### src/rtl/cof_pkg.sv
package cof_pkg;
  parameter int unsigned DEF_PER_W = 8;
  parameter int unsigned DEF_CNT_W = 3;

  typedef enum logic {
    SRC_PERIOD = 1'b0,
    SRC_STROBE = 1'b1
  } sample_src_e;
endpackage

### src/rtl/cof_tick_gen.sv
module cof_tick_gen
  import cof_pkg::*;
#(
  parameter int unsigned PER_W = DEF_PER_W
) (
  input  logic             clk,
  input  logic             rst_n,
  input  logic             en,
  input  logic             ext_mode,
  input  logic [PER_W-1:0] period,
  input  logic             strobe,
  output logic             tick
);
  localparam logic [PER_W-1:0] ONE = PER_W'(1);

  sample_src_e      src;
  logic [PER_W-1:0] cnt_q, cnt_d;
  logic             strobe_q;
  logic             per_run, int_hit, ext_hit;

  always_comb begin
    src     = sample_src_e'(ext_mode);
    per_run = en && (src == SRC_PERIOD) && (period != '0);
    int_hit = per_run && (cnt_q >= (period - ONE));
    ext_hit = en && (src == SRC_STROBE) && strobe && !strobe_q;
    tick    = int_hit || ext_hit;
    if (!per_run || int_hit) cnt_d = '0;
    else                     cnt_d = cnt_q + ONE;
  end

  always_ff @(posedge clk or negedge rst_n) begin
    if (!rst_n) begin
      cnt_q    <= '0;
      strobe_q <= 1'b0;
    end else begin
      cnt_q    <= cnt_d;
      strobe_q <= strobe;
    end
  end

  // a zero period never produces an internal sample
  p_no_tick_idle_r3: assert property (@(posedge clk) disable iff (!rst_n)
    (en && !ext_mode && period == '0) |-> !tick);

  // one strobe edge cannot give samples on two consecutive edges
  p_ext_single_r4: assert property (@(posedge clk) disable iff (!rst_n)
    (en && ext_mode && tick) |=> (!tick || !ext_mode));
endmodule

### src/rtl/cof_agree_filter.sv
module cof_agree_filter
  import cof_pkg::*;
#(
  parameter int unsigned CNT_W = DEF_CNT_W
) (
  input  logic             clk,
  input  logic             rst_n,
  input  logic             en,
  input  logic             sample_ok,
  input  logic             smp,
  input  logic [CNT_W-1:0] need,
  output logic             filt_q
);
  localparam logic [CNT_W-1:0] RUN_MAX = {CNT_W{1'b1}};
  localparam logic [CNT_W-1:0] RUN_ONE = CNT_W'(1);

  logic             cand_q, cand_d;
  logic [CNT_W-1:0] run_q, run_d;
  logic             filt_d;

  always_comb begin
    cand_d = cand_q;
    run_d  = run_q;
    filt_d = filt_q;
    if (!en) begin
      cand_d = 1'b0;
      run_d  = '0;
      filt_d = 1'b0;
    end else if (sample_ok && need != '0) begin
      cand_d = smp;
      if (smp != cand_q)       run_d = RUN_ONE;
      else if (run_q == RUN_MAX) run_d = RUN_MAX;
      else                     run_d = run_q + RUN_ONE;
      if (run_d >= need) filt_d = smp;
    end
  end

  always_ff @(posedge clk or negedge rst_n) begin
    if (!rst_n) begin
      cand_q <= 1'b0;
      run_q  <= '0;
      filt_q <= 1'b0;
    end else begin
      cand_q <= cand_d;
      run_q  <= run_d;
      filt_q <= filt_d;
    end
  end

  // without a sample the filtered value holds
  p_hold_no_sample_r5: assert property (@(posedge clk) disable iff (!rst_n)
    (en && !sample_ok) |=> $stable(filt_q));

  // a disabled block clears its filter state
  p_clear_off_r9: assert property (@(posedge clk) disable iff (!rst_n)
    !en |=> (filt_q == 1'b0 && run_q == '0));
endmodule

### src/rtl/cmp_out_filter.sv
module cmp_out_filter
  import cof_pkg::*;
#(
  parameter int unsigned PER_W = DEF_PER_W,
  parameter int unsigned CNT_W = DEF_CNT_W
) (
  input  logic             clk,
  input  logic             rst_n,
  input  logic             enable,
  input  logic             invert,
  input  logic             cmp_raw,
  input  logic             ext_sample_mode,
  input  logic             sample_strobe,
  input  logic             window_en,
  input  logic             window_open,
  input  logic [CNT_W-1:0] agree_count,
  input  logic [PER_W-1:0] sample_period,
  input  logic             pin_select_raw,
  input  logic             pin_enable,
  output logic             out_unfiltered,
  output logic             out_filtered,
  output logic             pin_out
);
  logic tick, sample_ok, filt_q, bypass;

  cof_tick_gen #(.PER_W(PER_W)) u_tick (
    .clk      (clk),
    .rst_n    (rst_n),
    .en       (enable),
    .ext_mode (ext_sample_mode),
    .period   (sample_period),
    .strobe   (sample_strobe),
    .tick     (tick)
  );

  always_comb begin
    out_unfiltered = enable & (cmp_raw ^ invert);
    sample_ok      = tick & (~window_en | window_open);
    bypass         = (agree_count == '0);
  end

  cof_agree_filter #(.CNT_W(CNT_W)) u_filt (
    .clk       (clk),
    .rst_n     (rst_n),
    .en        (enable),
    .sample_ok (sample_ok),
    .smp       (out_unfiltered),
    .need      (agree_count),
    .filt_q    (filt_q)
  );

  always_comb begin
    if (bypass) out_filtered = ext_sample_mode ? 1'b0 : out_unfiltered;
    else        out_filtered = filt_q;
    pin_out = pin_enable & (pin_select_raw ? out_unfiltered : out_filtered);
  end

  // a disabled pin stays low
  p_pin_gated_r8: assert property (@(posedge clk) disable iff (!rst_n)
    !pin_enable |-> !pin_out);

  // bypass with external sampling reads zero
  p_bypass_zero_r6: assert property (@(posedge clk) disable iff (!rst_n)
    (agree_count == '0 && ext_sample_mode) |-> !out_filtered);

  // a disabled block shows no comparator result
  p_off_quiet_r9: assert property (@(posedge clk) disable iff (!rst_n)
    !enable |-> !out_unfiltered);
endmodule

### config.mk
export PLATFORM = sky130hd
export DESIGN_NAME = cmp_out_filter
export DESIGN_NICKNAME = d
export VERILOG_FILES = /design/src/rtl/cof_pkg.sv /design/src/rtl/cof_tick_gen.sv /design/src/rtl/cof_agree_filter.sv /design/src/rtl/cmp_out_filter.sv
export SDC_FILE = /design/constraint.sdc
export NUM_CORES = 1
export LEC_CHECK = 0
export BUFFER_PORTS_ARGS = -buffer_cell sky130_fd_sc_hd__buf_2
export CAP_MARGIN = 10
export CORE_MARGIN = 1
export CORE_UTILIZATION = 50
export CTS_BUF_LIST = sky130_fd_sc_hd__clkbuf_4 sky130_fd_sc_hd__clkbuf_8
export DETAILED_ROUTE_END_ITERATION = 10
export GPL_TIMING_DRIVEN = 0
export PLACE_DENSITY = 0.77
export SYNTH_ARGS = -nofsm -noshare
export SYNTH_HDL_FRONTEND = slang
export SYNTH_SLANG_ARGS = --single-unit
### constraint.sdc
create_clock -name clk -period 1.7 [get_ports clk]
set_input_delay 0.17 -clock clk [delete_from_list [all_inputs] [get_ports clk]]
set_output_delay 0.17 -clock clk [all_outputs]
set_load 0.01 [all_outputs]
==> run metrics <==
reg-to-reg slack, setup -260 ps; Routed wire per std cell 16.2 um; status finished, violations left; Fillers 129; crit path from sample_period[2]; most common cell after layout, fill and taps aside buf_2; element type at the critical path end register; max-cap viol count 0; CP cell instances buf_12 > nor4_4 > nand2_1 > xor2_1 > ha_1 > a21oi_2 > o21ai_2 > a41o_1 > o21ai_4 > mux2_4; # setup viols final 13; WHS Path Cells 1; n_diodes 0; Final HPWL DP 1870 um; Starting Density 55.8%; first drt pass iteration count 4; clock skew 9.99 ps; P_leak 0.808 nW; slowest CP cell nor4_4; io pins 25; clock buffer depth 2; Period minus WS final 2050 ps; count of yosys warnings during synthesis 0; Final Core Density 79.4%; Power Density 460 nW/um2; # DRC 0; startpoint class of the critical path input pin; via count 1037; Final nets 202; Starting DRT DRC Count 18; via/cell ratio 5.46; clk_lat worst skew 290 ps; Syn Inst Count 122; All-Layer GR Usage 24.9%; Crit Path Class in -> reg; R2R Path Start u_tick.cnt_q[2]$_DFF_PN0_; FF+latch count, synth 14; Max transition margin 72.5%; Worst R2R End u_filt.run_q[2]$_DFFE_PN0P_; launch point of the worst hold path sample_strobe; Clock Sinks 14; die height 49.7 um; EDFF count, synth 0; failing checks negative setup slack; Max Slew Vio Count 0; Main synth FF type dfrtp_1; vias in the first global route 1049; WP data arrival 2220 ps; Worst-path clk slew 90 ps; Distinct cells, synth 35; Avg Inst Size Synth 9.33 um2; CTS Buf Count 3; port buffer count 23; routability congestion estimate 0.745; H-tree depth 1; fraction of layout cells with a size suffix above 1 41.1%; critical path fanouts, max 4; post-placement cell area 1360 um2; CP Buf/Inv Count 1; sequential fraction of the synthesis area 30.8%; RSZ-0062 raised after global routing true; asr flop ratio synth 100%; delay-heaviest family, CP compound AO/OA/AOI/OAI gates; worst-margin pin slew 412 ps; FMAX 487 MHz; drt total wl 3070 um; final worst slack -352 ps; CP max stage delay 330 ps; Die X 49.7 um; Final Cycle Share 121%; area grow syn2layout 42.4%; total gr overflow 0; Peak supply drop 632 uV; core area 2040 um2; initial antenna violation count 0; most frequent cells in the layout buf_2 (18), dfrtp_1 (14), nand2_1 (13), buf_4 (13), ha_1 (12); Die ar. 2470 um2; CTS tree built; Site Rows 16; Final Hold Fails 0; CP required 1870 ps; worst hold path class in -> reg; post-synth net total 159; Post-Syn Area 1140 um2; DRT antenna net count 0; global-route wire length before repair 4570 um; largest net degree at the start of global routing 15; Design Area, Final 1620 um2; reg2reg path depth 6; Worst Hold End u_tick.strobe_q$_DFF_PN0_; Root Buffer clkbuf_4
-- stage by stage --
stage	power (mW)	setup TNS, ps	hold slack, ps	worst slack, ps	std cells
floorplan	0.434	-2630	-126	-371	122
CTS	0.731	-2330	11.8	-245	187
global placement	0.493	-6730	83.1	-641	172
global route	0.778	-4720	14.0	-438	190
finish	0.745	-3180	17.2	-352	190
detailed placement	0.501	-7040	83.4	-669	172
-- worst reg2reg max path, stage by stage (launching register included) --
cell and delay [ps]:
dfrtp_1 410, ha_1 300, and3_1 160, o21ai_1 80, a311oi_2 440, o21ai_4 130, mux2_4 320
-- synth_stat cells, drive strengths merged, types with 2 or more instances --
cell type / number / share of area (%)
ha: 15 / 16
dfrtp: 14 / 31
nand2: 13 / 4.3
inv: 11 / 3.6
nor2: 11 / 3.6
xor2: 8 / 6.2
xnor2: 6 / 4.6
a21oi: 4 / 1.8
nand3: 4 / 2.2
o21ai: 4 / 2.7
and3: 3 / 1.6
mux2i: 3 / 2.6
nor2b: 3 / 1.6
and2: 2 / 1.1
mux2: 2 / 2.6
nor3: 2 / 0.88
or3: 2 / 1.1
-- logic make-up (layout without fill, tap and decap cells) --
| family | Yosys count | after routing | share of synthesized area (%) |
|---|---|---|---|
| compound gates | 17 | 17 | 12.1 |
| xor+xnor | 14 | 14 | 10.8 |
| fa+ha+maj | 15 | 15 | 16.5 |
| buf+inv | 13 | 54 | 4.39 |
| flops | 14 | 14 | 30.8 |
| mux | 5 | 5 | 5.27 |
| simple gates | 44 | 44 | 20.2 |
-- power breakdown --
part,internal (mW),switching (mW),total (mW)
sequential,0.337,0.00293,0.340
combinational,0.110,0.105,0.215
clock,0.0824,0.108,0.190
total,0.530,0.216,0.745
-- metal layers --
metal	track usage [%]	share of wire (%)	vias up
li1	-	-	510
met1	27.1	41	497
met2	46.6	54	26
met3	6.48	3.6	4
met4	7.14	0.85	0
met5	0	0	-
-- state kept, by name, summed over array words and instances, names as in the netlist --
register and count:
u_tick.strobe_q 1, u_tick.cnt_q 8, u_filt.filt_q 1, u_filt.run_q 3
u_filt.cand_q 1
-- cell type report --
class | count | area, um2 | area share, %
Clock buffer | 3 | 22.5 | 1.39
Multi-Input combinational cell | 95 | 853 | 52.6
Tap cell | 27 | 33.8 | 2.08
Timing Repair Buffer | 38 | 287 | 17.7
Buffer | 2 | 16.3 | 1.00
Inverter | 11 | 58.8 | 3.63
Sequential cell | 14 | 350 | 21.6
-- repair_timing --
item                                    4_1_cts  5_1_grt
gates resized for setup                      20        8
endpoints found under the hold margin        14        0
hold buffers                                  1        0
buffers inserted                             11        3
pin swaps                                    18       10
endpoints found under the setup margin       13       13
-- how the worst max path moves through the flow --
stage / to / slack [ps] / cells past startpoint
floorplan: u_filt.run_q[1]$_DFFE_PN0P_ / -370 / 9
global placement: u_filt.run_q[1]$_DFFE_PN0P_ / -640 / 10
detailed placement: u_filt.run_q[1]$_DFFE_PN0P_ / -670 / 10
CTS: u_filt.run_q[1]$_DFFE_PN0P_ / -250 / 10
global route: u_filt.run_q[1]$_DFFE_PN0P_ / -440 / 10
finish: u_filt.run_q[2]$_DFFE_PN0P_ / -350 / 10
Power figures use the tool's default switching activity.
